$ cat src/rtl/spi_hold_pkg.sv
package spi_hold_pkg;
  localparam int BYTE_W = 8;
  localparam int CNT_W  = $clog2(BYTE_W);

  localparam logic [BYTE_W-1:0] OP_LATCH_ON  = 8'h06;
  localparam logic [BYTE_W-1:0] OP_LATCH_OFF = 8'h04;
  localparam logic [BYTE_W-1:0] OP_STAT_RD   = 8'h05;

  // Status byte: latch in bit 1, all other bits zero.
  function automatic logic [BYTE_W-1:0] status_byte(input logic wel);
    logic [BYTE_W-1:0] s;
    s    = '0;
    s[1] = wel;
    return s;
  endfunction

  function automatic logic last_bit(input logic [CNT_W-1:0] cnt);
    return cnt == CNT_W'(BYTE_W - 1);
  endfunction

  // Saturating byte counter: 0, 1, 2 = two or more.
  function automatic logic [1:0] byte_cnt_next(input logic [1:0] c);
    return (c == 2'd2) ? c : c + 2'd1;
  endfunction
endpackage

$ cat src/rtl/spi_hold_sync.sv
module spi_hold_sync #(
  parameter int W = 4,
  parameter int STAGES = 2,
  parameter logic [W-1:0] RST_VAL = '0
) (
  input  logic         clk,
  input  logic         rst_n,
  input  logic [W-1:0] d,
  output logic [W-1:0] q
);
  for (genvar g = 0; g < W; g++) begin : g_bit
    logic [STAGES-1:0] chain;
    always_ff @(posedge clk or negedge rst_n) begin
      if (!rst_n) chain <= {STAGES{RST_VAL[g]}};
      else        chain <= {chain[STAGES-2:0], d[g]};
    end
    assign q[g] = chain[STAGES-1];
  end
endmodule

$ cat src/rtl/spi_hold_ctrl.sv
module spi_hold_ctrl (
  input  logic clk,
  input  logic rst_n,
  input  logic sck_s,
  input  logic cs_n_s,
  input  logic hold_n_s,
  input  logic cs_rise,
  output logic hold_active,
  output logic hold_gate,
  output logic abort_evt
);
  logic enter_now;
  logic leave_now;

  // Entry only in a low phase; a request in a high phase waits for the fall.
  assign enter_now = !hold_active && !cs_n_s && !hold_n_s && !sck_s;
  // Exit only in a low phase; a release in a high phase waits for the fall.
  assign leave_now = hold_active && hold_n_s && !sck_s;

  assign hold_gate = hold_active || enter_now;
  assign abort_evt = cs_rise && hold_active;

  always_ff @(posedge clk or negedge rst_n) begin
    if (!rst_n)          hold_active <= 1'b0;
    else if (cs_n_s)     hold_active <= 1'b0;
    else if (enter_now)  hold_active <= 1'b1;
    else if (leave_now)  hold_active <= 1'b0;
  end
endmodule

$ cat src/rtl/spi_hold_shift.sv
module spi_hold_shift
  import spi_hold_pkg::*;
(
  input  logic              clk,
  input  logic              rst_n,
  input  logic              cs_n_s,
  input  logic              mosi_s,
  input  logic              rise_g,
  input  logic              fall_g,
  input  logic              load_en,
  input  logic [BYTE_W-1:0] load_val,
  output logic [CNT_W-1:0]  bit_cnt,
  output logic [1:0]        byte_cnt,
  output logic              rx_valid,
  output logic [BYTE_W-1:0] rx_byte,
  output logic              rx_first,
  output logic              miso
);
  logic [BYTE_W-2:0] rx_sh;
  logic [BYTE_W-1:0] tx_sh;

  always_ff @(posedge clk or negedge rst_n) begin
    if (!rst_n) begin
      bit_cnt  <= '0;
      byte_cnt <= '0;
      rx_sh    <= '0;
      rx_valid <= 1'b0;
      rx_byte  <= '0;
      rx_first <= 1'b0;
    end else begin
      rx_valid <= 1'b0;
      if (cs_n_s) begin
        bit_cnt  <= '0;
        byte_cnt <= '0;
      end else if (rise_g) begin
        rx_sh <= {rx_sh[BYTE_W-3:0], mosi_s};
        if (last_bit(bit_cnt)) begin
          bit_cnt  <= '0;
          rx_valid <= 1'b1;
          rx_byte  <= {rx_sh, mosi_s};
          rx_first <= (byte_cnt == 2'd0);
          byte_cnt <= byte_cnt_next(byte_cnt);
        end else begin
          bit_cnt <= bit_cnt + 1'b1;
        end
      end
    end
  end

  always_ff @(posedge clk or negedge rst_n) begin
    if (!rst_n) begin
      tx_sh <= '0;
      miso  <= 1'b0;
    end else if (load_en) begin
      tx_sh <= load_val;
    end else if (fall_g) begin
      miso  <= tx_sh[BYTE_W-1];
      tx_sh <= {tx_sh[BYTE_W-2:0], 1'b0};
    end
  end
endmodule

$ cat src/rtl/spi_hold_regs.sv
module spi_hold_regs
  import spi_hold_pkg::*;
(
  input  logic              clk,
  input  logic              rst_n,
  input  logic              cs_n_s,
  input  logic              cs_rise,
  input  logic              abort_evt,
  input  logic              rx_valid,
  input  logic [BYTE_W-1:0] rx_byte,
  input  logic              rx_first,
  input  logic              bit_idle,
  input  logic              one_byte,
  output logic              load_en,
  output logic [BYTE_W-1:0] load_val,
  output logic              rd_mode,
  output logic              wel
);
  logic [BYTE_W-1:0] op_q;
  logic              exec_ok;

  assign load_en  = rx_valid && ((rx_first && rx_byte == OP_STAT_RD) || (!rx_first && rd_mode));
  assign load_val = status_byte(wel);
  assign exec_ok  = cs_rise && !abort_evt && bit_idle && one_byte;

  always_ff @(posedge clk or negedge rst_n) begin
    if (!rst_n) begin
      op_q    <= '0;
      rd_mode <= 1'b0;
      wel     <= 1'b0;
    end else begin
      if (cs_n_s) rd_mode <= 1'b0;
      else if (rx_valid && rx_first) begin
        op_q    <= rx_byte;
        rd_mode <= (rx_byte == OP_STAT_RD);
      end
      if (abort_evt) wel <= 1'b0;
      else if (exec_ok) begin
        if (op_q == OP_LATCH_ON)       wel <= 1'b1;
        else if (op_q == OP_LATCH_OFF) wel <= 1'b0;
      end
    end
  end
endmodule

$ cat src/rtl/spi_hold_target.sv
module spi_hold_target
  import spi_hold_pkg::*;
#(
  parameter int SYNC_STAGES = 2
) (
  input  logic              clk,
  input  logic              rst_n,
  input  logic              sck_i,
  input  logic              cs_n_i,
  input  logic              hold_n_i,
  input  logic              mosi_i,
  output logic              miso_o,
  output logic              miso_oe_o,
  output logic              rx_valid_o,
  output logic [BYTE_W-1:0] rx_byte_o,
  output logic              rx_first_o,
  output logic              wel_o
);
  localparam int NSIG = 4;
  localparam logic [NSIG-1:0] SYNC_RST = 4'b0110; // mosi, hold_n, cs_n, sck

  logic [NSIG-1:0] sync_q;
  logic sck_s, cs_n_s, hold_n_s, mosi_s;
  logic sck_d, cs_n_d;
  logic sck_rise_evt, sck_fall_evt, cs_rise_evt;
  logic rise_g, fall_g;
  logic hold_active, hold_gate, abort_evt;
  logic [CNT_W-1:0] bit_cnt;
  logic [1:0] byte_cnt;
  logic load_en, rd_mode;
  logic [BYTE_W-1:0] load_val;

  spi_hold_sync #(.W(NSIG), .STAGES(SYNC_STAGES), .RST_VAL(SYNC_RST)) u_sync (
    .clk(clk), .rst_n(rst_n),
    .d({mosi_i, hold_n_i, cs_n_i, sck_i}),
    .q(sync_q)
  );
  assign {mosi_s, hold_n_s, cs_n_s, sck_s} = sync_q;

  always_ff @(posedge clk or negedge rst_n) begin
    if (!rst_n) begin
      sck_d  <= 1'b0;
      cs_n_d <= 1'b1;
    end else begin
      sck_d  <= sck_s;
      cs_n_d <= cs_n_s;
    end
  end

  assign sck_rise_evt = sck_s && !sck_d;
  assign sck_fall_evt = !sck_s && sck_d;
  assign cs_rise_evt  = cs_n_s && !cs_n_d;

  spi_hold_ctrl u_ctrl (
    .clk(clk), .rst_n(rst_n), .sck_s(sck_s), .cs_n_s(cs_n_s),
    .hold_n_s(hold_n_s), .cs_rise(cs_rise_evt),
    .hold_active(hold_active), .hold_gate(hold_gate), .abort_evt(abort_evt)
  );

  assign rise_g = sck_rise_evt && !hold_gate && !cs_n_s;
  assign fall_g = sck_fall_evt && !hold_gate && !cs_n_s;

  spi_hold_shift u_shift (
    .clk(clk), .rst_n(rst_n), .cs_n_s(cs_n_s), .mosi_s(mosi_s),
    .rise_g(rise_g), .fall_g(fall_g), .load_en(load_en), .load_val(load_val),
    .bit_cnt(bit_cnt), .byte_cnt(byte_cnt),
    .rx_valid(rx_valid_o), .rx_byte(rx_byte_o), .rx_first(rx_first_o),
    .miso(miso_o)
  );

  spi_hold_regs u_regs (
    .clk(clk), .rst_n(rst_n), .cs_n_s(cs_n_s), .cs_rise(cs_rise_evt),
    .abort_evt(abort_evt), .rx_valid(rx_valid_o), .rx_byte(rx_byte_o),
    .rx_first(rx_first_o), .bit_idle(bit_cnt == '0), .one_byte(byte_cnt == 2'd1),
    .load_en(load_en), .load_val(load_val), .rd_mode(rd_mode), .wel(wel_o)
  );

  assign miso_oe_o = rd_mode && !cs_n_s && !hold_gate;
endmodule

$ cat config.mk
export PLATFORM = sky130hd
export DESIGN_NAME = spi_hold_target
export DESIGN_NICKNAME = d
export VERILOG_FILES = /design/src/rtl/spi_hold_pkg.sv /design/src/rtl/spi_hold_sync.sv /design/src/rtl/spi_hold_ctrl.sv /design/src/rtl/spi_hold_shift.sv /design/src/rtl/spi_hold_regs.sv /design/src/rtl/spi_hold_target.sv
export SDC_FILE = /design/constraint.sdc
export NUM_CORES = 1
export LEC_CHECK = 0
export BUFFER_PORTS_ARGS = -buffer_cell sky130_fd_sc_hd__buf_4
export CELL_PAD_IN_SITES_DETAIL_PLACEMENT = 0
export CELL_PAD_IN_SITES_GLOBAL_PLACEMENT = 1
export CORE_UTILIZATION = 48
export DETAILED_ROUTE_END_ITERATION = 8
export PLACE_DENSITY_LB_ADDON = 0.1
export SETUP_SLACK_MARGIN = 0.02
export SYNTH_ARGS = -nofsm -noshare
export SYNTH_HDL_FRONTEND = slang
export SYNTH_SLANG_ARGS = --single-unit
$ cat constraint.sdc
create_clock -name clk -period 2.37 [get_ports clk]
set_input_delay 0.1185 -clock clk [delete_from_list [all_inputs] [get_ports clk]]
set_output_delay 0.1185 -clock clk [all_outputs]
set_load 0.05 [all_outputs]
==> out/metrics.json <==
{
  "final_layout": {
    "finalNetCount": 182,
    "sequential_cell_area_um2": 1280,
    "layout.cells.most_common": "sky130_fd_sc_hd__dfrtp_1",
    "drive_gt1_share_pct": 37.4,
    "syn2layout_area_growth_pct": 16.6,
    "layout.cells.most_common_list": "46 x sky130_fd_sc_hd__dfrtp_1, 24 x sky130_fd_sc_hd__mux2_2, 19 x sky130_fd_sc_hd__buf_4",
    "multi_input_area_um2": 727,
    "antenna-diode-count": 0,
    "fillers": 312
  },
  "yosys": {
    "ys_seq_area_share_pct": 62.6,
    "synth_instances": 143,
    "synth_area_in_compound_gates_pct": 2.57,
    "synthSimpleGateAreaFrac_pct": 10.0,
    "synth_area_um2": 2050,
    "synth.mux.area_fraction_pct": 18.8,
    "synth_fp_nets": 155,
    "ys_ff_latch": 51,
    "synth-warning-count": 0,
    "largest_family_of_logic_cells_by_synthesized_area": "multiplexers",
    "synth_cell_types": 33,
    "synth-xor-area-share_pct": 0.428,
    "syn_avg_cell_area_um2": 14.3,
    "synth_adder_area_share_pct": 3.67
  },
  "pwr": {
    "swShare_pct": 21.8,
    "share_of_power_burned_in_registers_pct": 61.0,
    "switchingPower_w": 0.000349,
    "power.share.combinational_pct": 5.9,
    "highest_ir_drop_seen_on_vdd_mv": 0.413,
    "powerDensity_nw_per_um2": 670,
    "clock_power_share_pct": 33.1,
    "total_leakage_power_nw": 1.22,
    "power.total_w": 0.00160,
    "p_int_w": 0.00125
  },
  "drt": {
    "drt_drc_violations_left": 0,
    "drt_first_iter_violations": 61,
    "routedWlPerCell_um": 14.7,
    "final_antenna_net_count": 0,
    "finalWirelength_mm": 3.24,
    "number_of_optimization_iterations_in_the_first_detailed_route_pass": 4,
    "avgViaCountPerCell": 5.16,
    "dr_total_vias": 1141
  },
  "timing": {
    "maxSlewViolCount": 0,
    "achievable-frequency_mhz": 516,
    "timing_worst_slew_pin_value_ns": 0.615,
    "fin_worst_skew_ns": 0.00621,
    "layout_min_cycle_time_ns": 1.94,
    "max-slew-margin-rel_pct": 59.0,
    "finalSetupTns_ns": 0,
    "timing.final.setup_violations": 0,
    "timing_hold_violations_final": 0,
    "grt_setup_unrepaired": "no",
    "timing.final.crit_share_pct": 81.8
  },
  "setup_path": {
    "r2r-start": "sck_d",
    "critical_path.startpoint_type": "flip-flop",
    "r2r-end": "u_shift.rx_byte[4]",
    "crit_chain": "or3b_1 > nor3b_1 > buf_4 > mux2_2",
    "worst_r2r_path_depth": 4,
    "worst-endpoint-required_ns": 2.55,
    "critPathArrivalTime_ns": 2.12,
    "cp-end-kind": "flip-flop",
    "reg2reg_slack_ns": 0.43,
    "critPathMaxFanout": 9,
    "path_class": "reg -> reg",
    "worst_path_max_delay_cell": "sky130_fd_sc_hd__or3b_1",
    "cpPeakStageDelay_ns": 0.53
  },
  "clock_tree": {
    "post_cts_resize_count": 0,
    "post_cts_buffers": 0,
    "cts_buffer_depth": 2,
    "clkTransAtPathRegs_ns": 0.09,
    "clkLatencyLatePin_ns": 0.29,
    "ctsHtreeMaxLevel": 2,
    "tritoncts_clock_tree": "yes",
    "cts_inserted_buffers": 5,
    "hold_buffers": 5,
    "root_buffer": "sky130_fd_sc_hd__clkbuf_8",
    "cts.sinks": 51
  },
  "min_path": {
    "worst_hold_path_type": "reg -> reg",
    "worstHoldEndpoint": "u_sync.g_bit[0].chain[1]",
    "min_path_cells": 0,
    "hold_start": "u_sync.g_bit[0].chain[0]"
  },
  "grt": {
    "grt_util_all_layers_pct": 16.5,
    "first_global_vias": 1192,
    "overflow": 0,
    "grt_first_pass_wirelength_mm": 5.40,
    "grt_max_degree": 52,
    "antenna_violations_before_repair": 0
  },
  "placement": {
    "input_output_buffers": 18,
    "post-dp-hpwl_mm": 2.31,
    "globalplace.congestion": 0.687
  },
  "run_status": {
    "status": "completed"
  },
  "floorplanning": {
    "pin_count": 19,
    "die_w_um": 67.3,
    "die_area_um2": 4530,
    "rows": 23,
    "start_util_pct": 50.5,
    "core_area_um2": 4060,
    "die_h_um": 67.3
  },
  "run": {
    "timing.max_cap.violations": 0
  }
}
-- how the worst max path moves through the flow --
stage                       start                  to  depth (start not counted)
2_1_floorplan  u_shift.rx_byte[6]        u_shift.miso                          4
3_3_place_gp                sck_d  u_shift.rx_byte[5]                          4
3_5_place_dp   u_ctrl.hold_active  u_shift.rx_byte[4]                          4
4_1_cts                     sck_d  u_shift.rx_byte[4]                          4
5_1_grt        u_ctrl.hold_active  u_shift.rx_byte[4]                          4
6_report                    sck_d  u_shift.rx_byte[4]                          4
-- layout make-up --
type | count | area share (%)
clock buffer | 7 | 4.04
inverter | 5 | 0.786
multi-input combinational | 83 | 30.5
tap | 50 | 2.62
clock inverter | 1 | 0.314
sequential | 51 | 53.7
timing repair buffer | 24 | 8.07
-- critical path, delay by kind of cell (launching register included) --
kind | cells | cell delay (ns)
flip-flops | 1 | 0.40
multiplexers | 1 | 0.35
AND/OR/NAND/NOR | 2 | 0.85
buffers and inverters | 1 | 0.23
-- power by group through the flow --
stage | sequential, W | clock (W) | combinational [W]
2_1_floorplan | 0.000973 | 0 | 0.0000615
5_1_grt | 0.000985 | 0.000578 | 0.000106
4_1_cts | 0.000975 | 0.000543 | 0.0000975
3_3_place_gp | 0.000989 | 0 | 0.0000854
3_5_place_dp | 0.000991 | 0 | 0.0000905
6_report | 0.000976 | 0.000529 | 0.0000945
-- synth_stat cells --
cell	number	area share, %
sky130_fd_sc_hd__o31ai_4	1	1.0
sky130_fd_sc_hd__nand3b_1	1	0.37
sky130_fd_sc_hd__nand3_2	1	0.49
sky130_fd_sc_hd__nand3_1	1	0.24
sky130_fd_sc_hd__or4_4	1	0.55
sky130_fd_sc_hd__o21ai_0	1	0.24
sky130_fd_sc_hd__xnor2_1	1	0.43
sky130_fd_sc_hd__nand4bb_1	1	0.55
sky130_fd_sc_hd__nor4b_1	1	0.43
sky130_fd_sc_hd__nand2_1	3	0.55
sky130_fd_sc_hd__dfrtp_1	46	56
sky130_fd_sc_hd__nor3_1	3	0.73
sky130_fd_sc_hd__nor2_1	13	2.4
sky130_fd_sc_hd__or2_2	1	0.31
sky130_fd_sc_hd__nor2b_1	2	0.61
sky130_fd_sc_hd__clkbuf_1	2	0.37
sky130_fd_sc_hd__mux2_2	24	13
sky130_fd_sc_hd__buf_4	1	0.37
sky130_fd_sc_hd__nor2_2	2	0.61
sky130_fd_sc_hd__mux2_4	1	0.73
sky130_fd_sc_hd__mux2i_1	10	4.9
sky130_fd_sc_hd__buf_2	1	0.24
sky130_fd_sc_hd__inv_1	5	0.92
sky130_fd_sc_hd__or3b_1	1	0.43
sky130_fd_sc_hd__o211a_1	1	0.49
sky130_fd_sc_hd__and4b_1	1	0.49
sky130_fd_sc_hd__dfstp_2	5	6.4
sky130_fd_sc_hd__ha_1	6	3.7
sky130_fd_sc_hd__nor3b_1	1	0.37
sky130_fd_sc_hd__nor4_1	1	0.31
sky130_fd_sc_hd__a21oi_1	2	0.49
sky130_fd_sc_hd__nor3b_2	1	0.61
sky130_fd_sc_hd__a31oi_1	1	0.31
-- flip-flops by register name, indices dropped and copies added (netlist names), 2 cells and up --
name                flops
u_regs.op_q             8
u_shift.bit_cnt         3
u_shift.byte_cnt        2
u_shift.rx_byte         8
u_shift.rx_sh           7
u_shift.tx_sh           7
u_sync.g_bit.chain      8
-- metrics by stage --
step / util [%] / hold WS [ns] / area (µm²) / worst slack, ns / std cells
final: 58.8 / 0.354 / 2390 / 0.431 / 221
after global routing: 58.8 / 0.362 / 2390 / 0.328 / 221
after CTS: 58.8 / 0.355 / 2390 / 0.422 / 221
after detailed placement: 55.0 / 0.176 / 2230 / 0.432 / 208
after global placement: 55.0 / 0.171 / 2230 / 0.490 / 208
after floorplan: - / -0.177 / 2050 / 0.381 / 143
-- metal layers --
metal  global-route usage (%)  vias to the layer above  wire length [µm]
met4                     5.59                        0                38
met5                        0                        -                 0
met2                     27.6                       13              1580
met3                     4.05                        7                78
met1                     20.7                      576              1550
li1                         -                      545                 -
-- logic make-up after synthesis --
family                     after synthesis
AOI/OAI and AO/OA                        6
DFF                                     51
xor gates and xnor gates                 1
muxes                                   35
buffers and inverters                    9
adders and majority gates                6
and+or+nand+nor                         35
Note: power is estimated with default switching activity, not from simulation.
